**config.mk**
```make
export PLATFORM = sky130hd
export DESIGN_NAME = gpio_bank
export DESIGN_NICKNAME = d
export VERILOG_FILES = /design/src/rtl/gpio_bank_pkg.sv /design/src/rtl/gpio_bank_sync.sv /design/src/rtl/gpio_bank_screg.sv /design/src/rtl/gpio_bank_wdec.sv /design/src/rtl/gpio_bank_rdmux.sv /design/src/rtl/gpio_bank.sv
export SDC_FILE = /design/constraint.sdc
export NUM_CORES = 1
export LEC_CHECK = 0
export BUFFER_PORTS_ARGS = -buffer_cell sky130_fd_sc_hd__buf_4
export CAP_MARGIN = 20
export CORE_MARGIN = 2
export CORE_UTILIZATION = 45
export DETAILED_ROUTE_END_ITERATION = 10
export PLACE_DENSITY = 0.71
export SLEW_MARGIN = 15
export SYNTH_ARGS = -nofsm -noshare
export SYNTH_HDL_FRONTEND = slang
export SYNTH_HIERARCHICAL = 1
export SYNTH_SLANG_ARGS = --single-unit
```
**constraint.sdc**
```tcl
create_clock -name clk -period 7.91 [get_ports clk]
set_clock_uncertainty 0.1 [all_clocks]
set_input_delay 0.3955 -clock clk [delete_from_list [all_inputs] [get_ports clk]]
set_output_delay 0.3955 -clock clk [all_outputs]
set_load 0.005 [all_outputs]
```
**src/rtl/gpio_bank_pkg.sv**
```systemverilog
`timescale 1ns/1ps
package gpio_bank_pkg;
  // bus data width
  localparam int DW = 32;
  // word indices (byte offset / 4)
  localparam int unsigned W_LEVEL   = 0;
  localparam int unsigned W_OUT_SET = 1;
  localparam int unsigned W_OUT_CLR = 2;
  localparam int unsigned W_PULLOFF = 3;
  localparam int unsigned W_DIR     = 4;
  localparam int unsigned W_DIR_SET = 5;
  localparam int unsigned W_DIR_CLR = 6;
  localparam int unsigned W_SEL_A   = 8;
  localparam int unsigned W_SEL_B   = 9;
endpackage

```
**src/rtl/gpio_bank_sync.sv**
```systemverilog
`timescale 1ns/1ps
module gpio_bank_sync #(
  parameter int WIDTH = 32
) (
  input  logic             clk,
  input  logic             rst_n,
  input  logic [WIDTH-1:0] din,
  output logic [WIDTH-1:0] dout
);
  logic [WIDTH-1:0] meta_q;
  logic [WIDTH-1:0] meta_d;
  logic [WIDTH-1:0] stab_d;

  always_comb begin
    meta_d = din;
    stab_d = meta_q;
  end

  always_ff @(posedge clk or negedge rst_n) begin
    if (!rst_n) begin
      meta_q <= '0;
      dout   <= '0;
    end else begin
      meta_q <= meta_d;
      dout   <= stab_d;
    end
  end

  // edges seen since reset, saturating; used only by the check below
  logic [1:0] age_q;
  always_ff @(posedge clk or negedge rst_n) begin
    if (!rst_n) age_q <= 2'd0;
    else if (age_q != 2'd2) age_q <= age_q + 2'd1;
  end

  // two-edge latency from pad to readable level
  p_sync_delay_r7: assert property (@(posedge clk) disable iff (!rst_n)
    (age_q == 2'd2) |-> (dout == $past(din, 2)));
endmodule

```
**src/rtl/gpio_bank_screg.sv**
```systemverilog
`timescale 1ns/1ps
module gpio_bank_screg #(
  parameter int WIDTH = 32
) (
  input  logic             clk,
  input  logic             rst_n,
  input  logic             wr_en,
  input  logic [WIDTH-1:0] wr_val,
  input  logic [WIDTH-1:0] set_i,
  input  logic [WIDTH-1:0] clr_i,
  output logic [WIDTH-1:0] q_o
);
  logic [WIDTH-1:0] q_d;
  logic             q_en;

  always_comb begin
    q_en = wr_en | (|set_i) | (|clr_i);
    if (wr_en) q_d = wr_val;
    else       q_d = (q_o | set_i) & ~clr_i;   // clear wins on overlap
  end

  always_ff @(posedge clk or negedge rst_n) begin
    if (!rst_n)    q_o <= '0;
    else if (q_en) q_o <= q_d;
  end

  // masked set bits land, clear-free bits only
  p_set_lands_r2: assert property (@(posedge clk) disable iff (!rst_n)
    (!wr_en && |(set_i & ~clr_i)) |=>
      ((q_o & $past(set_i & ~clr_i)) == $past(set_i & ~clr_i)));
  // masked clear bits end low
  p_clr_lands_r3: assert property (@(posedge clk) disable iff (!rst_n)
    (!wr_en && |clr_i) |=> ((q_o & $past(clr_i)) == '0));
  // no strobe, no change
  p_hold_r10: assert property (@(posedge clk) disable iff (!rst_n)
    (!wr_en && set_i == '0 && clr_i == '0) |=> $stable(q_o));
endmodule

```
**src/rtl/gpio_bank_wdec.sv**
```systemverilog
`timescale 1ns/1ps
module gpio_bank_wdec
  import gpio_bank_pkg::*;
#(
  parameter int NPINS = 32,
  parameter int IW    = 6
) (
  input  logic [IW-1:0]    idx,
  input  logic             aligned,
  input  logic             we,
  input  logic [NPINS-1:0] wval,
  output logic             out_wr,
  output logic             dir_wr,
  output logic [2:0]       plain_wr,   // 0 pull-off, 1 sel A, 2 sel B
  output logic [NPINS-1:0] out_set,
  output logic [NPINS-1:0] out_clr,
  output logic [NPINS-1:0] dir_set,
  output logic [NPINS-1:0] dir_clr
);
  always_comb begin
    out_wr   = 1'b0;
    dir_wr   = 1'b0;
    plain_wr = 3'b000;
    out_set  = '0;
    out_clr  = '0;
    dir_set  = '0;
    dir_clr  = '0;
    if (we && aligned) begin
      case (idx)
        IW'(W_LEVEL):   out_wr      = 1'b1;
        IW'(W_OUT_SET): out_set     = wval;
        IW'(W_OUT_CLR): out_clr     = wval;
        IW'(W_PULLOFF): plain_wr[0] = 1'b1;
        IW'(W_DIR):     dir_wr      = 1'b1;
        IW'(W_DIR_SET): dir_set     = wval;
        IW'(W_DIR_CLR): dir_clr     = wval;
        IW'(W_SEL_A):   plain_wr[1] = 1'b1;
        IW'(W_SEL_B):   plain_wr[2] = 1'b1;
        default: ;
      endcase
    end
  end
endmodule

```
**src/rtl/gpio_bank_rdmux.sv**
```systemverilog
`timescale 1ns/1ps
module gpio_bank_rdmux
  import gpio_bank_pkg::*;
#(
  parameter int NPINS = 32,
  parameter int IW    = 6
) (
  input  logic [IW-1:0]    idx,
  input  logic             aligned,
  input  logic [NPINS-1:0] lvl,
  input  logic [NPINS-1:0] out_q,
  input  logic [NPINS-1:0] dir_q,
  input  logic [NPINS-1:0] pull_q,
  input  logic [NPINS-1:0] sela_q,
  input  logic [NPINS-1:0] selb_q,
  output logic [DW-1:0]    rdata
);
  always_comb begin
    rdata = '0;
    if (aligned) begin
      case (idx)
        IW'(W_LEVEL):   rdata = DW'(lvl);
        IW'(W_OUT_SET),
        IW'(W_OUT_CLR): rdata = DW'(out_q);
        IW'(W_PULLOFF): rdata = DW'(pull_q);
        IW'(W_DIR),
        IW'(W_DIR_SET),
        IW'(W_DIR_CLR): rdata = DW'(dir_q);
        IW'(W_SEL_A):   rdata = DW'(sela_q);
        IW'(W_SEL_B):   rdata = DW'(selb_q);
        default:        rdata = '0;
      endcase
    end
  end
endmodule

```
**src/rtl/gpio_bank.sv**
```systemverilog
`timescale 1ns/1ps
module gpio_bank
  import gpio_bank_pkg::*;
#(
  parameter int NPINS = 32,
  parameter int AW    = 8
) (
  input  logic             clk,
  input  logic             rst_n,
  input  logic [AW-1:0]    bus_addr,
  input  logic             bus_we,
  input  logic [DW-1:0]    bus_wdata,
  output logic [DW-1:0]    bus_rdata,
  input  logic [NPINS-1:0] pin_in,
  output logic [NPINS-1:0] pin_out,
  output logic [NPINS-1:0] pin_oe,
  output logic [NPINS-1:0] pin_pull_dis,
  output logic [NPINS-1:0] pin_alt_a,
  output logic [NPINS-1:0] pin_alt_b
);
  localparam int IW = AW - 2;

  // reset: asynchronous assert, synchronous release
  logic [1:0] rst_pipe_q;
  logic       rst_core_n;
  always_ff @(posedge clk or negedge rst_n) begin
    if (!rst_n) rst_pipe_q <= 2'b00;
    else        rst_pipe_q <= {rst_pipe_q[0], 1'b1};
  end
  assign rst_core_n = rst_pipe_q[1];

  logic [IW-1:0] idx;
  logic          aligned;
  assign idx     = bus_addr[AW-1:2];
  assign aligned = (bus_addr[1:0] == 2'b00);

  logic             out_wr, dir_wr;
  logic [2:0]       plain_wr;
  logic [NPINS-1:0] out_set, out_clr, dir_set, dir_clr;
  logic [NPINS-1:0] wval;
  assign wval = bus_wdata[NPINS-1:0];

  gpio_bank_wdec #(.NPINS(NPINS), .IW(IW)) u_wdec (
    .idx(idx), .aligned(aligned), .we(bus_we), .wval(wval),
    .out_wr(out_wr), .dir_wr(dir_wr), .plain_wr(plain_wr),
    .out_set(out_set), .out_clr(out_clr),
    .dir_set(dir_set), .dir_clr(dir_clr)
  );

  logic [NPINS-1:0] out_q, dir_q;

  gpio_bank_screg #(.WIDTH(NPINS)) u_out (
    .clk(clk), .rst_n(rst_core_n), .wr_en(out_wr), .wr_val(wval),
    .set_i(out_set), .clr_i(out_clr), .q_o(out_q)
  );

  gpio_bank_screg #(.WIDTH(NPINS)) u_dir (
    .clk(clk), .rst_n(rst_core_n), .wr_en(dir_wr), .wr_val(wval),
    .set_i(dir_set), .clr_i(dir_clr), .q_o(dir_q)
  );

  // whole-word registers: pull-off, select A, select B
  logic [NPINS-1:0] plain_q [3];
  for (genvar g = 0; g < 3; g++) begin : g_plain
    gpio_bank_screg #(.WIDTH(NPINS)) u_plain (
      .clk(clk), .rst_n(rst_core_n), .wr_en(plain_wr[g]), .wr_val(wval),
      .set_i('0), .clr_i('0), .q_o(plain_q[g])
    );
  end

  logic [NPINS-1:0] lvl;
  gpio_bank_sync #(.WIDTH(NPINS)) u_sync (
    .clk(clk), .rst_n(rst_core_n), .din(pin_in), .dout(lvl)
  );

  gpio_bank_rdmux #(.NPINS(NPINS), .IW(IW)) u_rdmux (
    .idx(idx), .aligned(aligned), .lvl(lvl),
    .out_q(out_q), .dir_q(dir_q), .pull_q(plain_q[0]),
    .sela_q(plain_q[1]), .selb_q(plain_q[2]), .rdata(bus_rdata)
  );

  assign pin_out      = out_q;
  assign pin_oe       = dir_q;
  assign pin_pull_dis = plain_q[0];
  assign pin_alt_a    = plain_q[1];
  assign pin_alt_b    = plain_q[2];

  // a direction-set write without clear turns those pins into drivers
  p_dirset_oe_r5: assert property (@(posedge clk) disable iff (!rst_core_n)
    (bus_we && aligned && idx == IW'(W_DIR_SET)) |=>
      ((pin_oe & $past(wval)) == $past(wval)));
endmodule

```
==> impl_metrics.toml <==
[power]
p_sw_frac = 0.2644
worst_ir_drop_vdd_mv = 0.1264
comb_power_share = 0.147
clkPwrFrac = 0.409
intPower_uw = 2185
p_per_area_nw_per_um2 = 178.0
seqPwrFrac = 0.444
p_leak_uw = 0.007382
p_sw_uw = 785.3

[status]
status = "finished clean"

[critical_path]
r2r-start = "rst_pipe_q[1]"
path_cells = "buf_4, nor2_4, nor4b_4, nand2b_4, o221ai_2, buf_4"
critPathKind = "primary input to primary output"
startpoint = "bus_addr[1]"
crit_arrival_ps = 2780
critPathSlowestCell = "nor2_4"
path_max_fanout = 35
crit_top_cell = "buf_4"
cpPeakStageDelay_ps = 810
cp.required_ps = 7410
cp-end-kind = "primary output"
crit_path_start_kind = "primary input"

[global_route]
grt_pass1_wl_um = 58550
grt_max_degree = 78
grtUsageTotal = 0.2397
antenna_found_initial = 0
grt-ovfl-total = 0
grt_pass1_vias = 10730

[yosys]
ys_top_cells_by_area = "dfrtp_1 44%, o31ai_2 14%, mux2i_1 7.5%"
synth_commonest_cells = "226 x dfrtp_1, 163 x nor2_1, 161 x nand2_1"
synth_flop_cell = "dfrtp_1"
synth.most_common_cell = "dfrtp_1"
syn-instance-count = 1178
ys_seq_area_frac = 0.4412
synth.distinct_cells = 30
netlist.area_leader.share = 0.4412
async_flop_share = 1.000
yosysWarnings = 6
syn_area_um2 = 12820
syn_avg_cell_area_um2 = 10.88
synth-edff-count = 0
yosys.area.top_type = "dfrtp_1"
synth-seq-cells = 226

[timing]
final_hold_viol_count = 0
worst_pin_slew_ps = 1103
min_period_ps = 3275
fin_crit_sh = 0.4141
max_slew_margin = 0.2645
slew_violations = 0
rsz0062_at_grt = "false"
fmaxAchievable_mhz = 305.3
setup_viol = 0
tns_ps = 0

[die]
coreArea_um2 = 27930
core.rowCount = 61
fp.dieH_um = 172.8
fp.dieW_um = 172.8
die-area_um2 = 29850
floorplan.initialDensity = 0.4589
ios = 267

[place]
dpl.hpwl_um = 23050
place_congestion = 0.7382
io_buffers = 266
dpl-instance-area_um2 = 15450

[route]
via_count = 10470
drtIter0Drc = 637
routedWlPerCell_um = 17.93
drt_wl_total_um = 36130
drt_pass1_iterations = 5
routed_via_density = 5.197
ant_nets = 0
drc = 0

[final_layout]
n_antenna_cell = 0
utilization = 0.5972
final_cell_area_um2 = 16680
layout-drive-gt1-share = 0.3769
area_growth_pct = 30.14
finalNetCount = 1694

[clocking]
clock_sinks = 226
clk_latency_ps = 540
cts_buffer_depth = 3
post_cts_buffers = 0
h-tree-depth = 1
clk_pin_slew_ps = 60
cts_root_buf = "clkbuf_16"
cts_tree = "built"
cts_made_buffers = 26

[flow_run]
max_cap_violations = 0

[worst_hold_path]
min_from = "bus_wdata[21]"
hold_path.class = "primary input to flop"
==> logic make-up (layout without fill, tap and decap cells) <==
| group | Yosys count | in the layout | share of synthesized area |
|---|---|---|---|
| DFF | 226 | 226 | 0.4412 |
| AOI/OAI and AO/OA | 193 | 193 | 0.1857 |
| buffers and inverters | 98 | 366 | 0.05915 |
| muxes | 128 | 128 | 0.1031 |
| and+or+nand+nor | 531 | 531 | 0.2102 |
| other | 2 | 193 | 0.0005859 |
==> layer usage <==
layer,share of wire,GRT usage,wire length [um]
met1,0.43,0.3094,15410
met2,0.48,0.4118,17510
met3,0.058,0.04046,2113
met4,0.031,0.07627,1102
met5,0,0,0
==> critical path, delay by kind of cell <==
kind,cells,cell delay [ps]
buffers and inverters,2,270
AOI/OAI and AO/OA,1,370
and+or+nand+nor,3,1710
==> metrics by stage <==
step                      total power, uW  hold slack (ps)  setup WS, ps  cells
after floorplan                      1549         -0.09107          1046   1369
after global placement               1746            78.30          4555   1933
after detailed placement             1760            79.33          4482   1933
after CTS                            2998            1.215          4611   2014
after global routing                 3094            15.27          4492   2015
final                                2970            21.81          4635   2015
==> state kept, by name, indices dropped and copies added (netlist names) <==
register             count
u_sync/dout             32
rst_pipe_q               2
u_dir/q_o               32
u_out/q_o               32
u_sync/meta_q           32
g_plain.u_plain/q_o     96
==> power by group through the flow <==
| stage | combinational, uW | sequential (uW) | clock (uW) |
|---|---|---|---|
| after floorplan | 219 | 1330 | 0 |
| after global placement | 411 | 1340 | 0 |
| after detailed placement | 422 | 1340 | 0 |
| after CTS | 437 | 1320 | 1240 |
| after global routing | 477 | 1330 | 1290 |
| final | 436 | 1320 | 1220 |
==> cell type report <==
| type | count | area [um2] |
|---|---|---|
| Timing Repair Buffer | 320 | 2506 |
| Clock inverter | 6 | 91.34 |
| Clock buffer | 40 | 773.2 |
| Sequential cell | 226 | 5659 |
| Tap cell | 378 | 473.0 |
| Multi-Input combinational cell | 1045 | 7179 |
| Fill cell | 2363 | 11250 |
==> final timing paths <==
kind / cells after the start / slack (ps) / endpoint
worst max-delay path: 6 / 4630 / bus_rdata[30]
worst min-delay path: 3 / 20 / u_out/q_o[21]
worst max register to register: 2 / 5610 / g_plain[2].u_plain/q_o[18]
worst min register to register: 0 / 240 / u_sync/meta_q[3]
max in group asynchronous: 2 / 5610 / g_plain[2].u_plain/q_o[18]
min in group asynchronous: 2 / 90 / rst_pipe_q[1]
==> placed cells by master, fill, tap and decap left out, types with 32 or more instances in the layout <==
cell,instances
buf_4,283
conb_1,193
dfrtp_1,225
dlygate4sd3_1,35
mux2_2,32
mux2i_1,96
nand2_1,161
nand3_1,64
nor2_1,162
nor3_1,51
nor3_2,79
o31ai_2,140
==> timing repair <==
| item | in CTS | in global routing |
|---|---|---|
| endpoints found under the hold margin | 36 | 0 |
| gates resized for setup | 0 | 0 |
| hold buffers | 35 | 0 |
(Power assumes the default switching activity.)
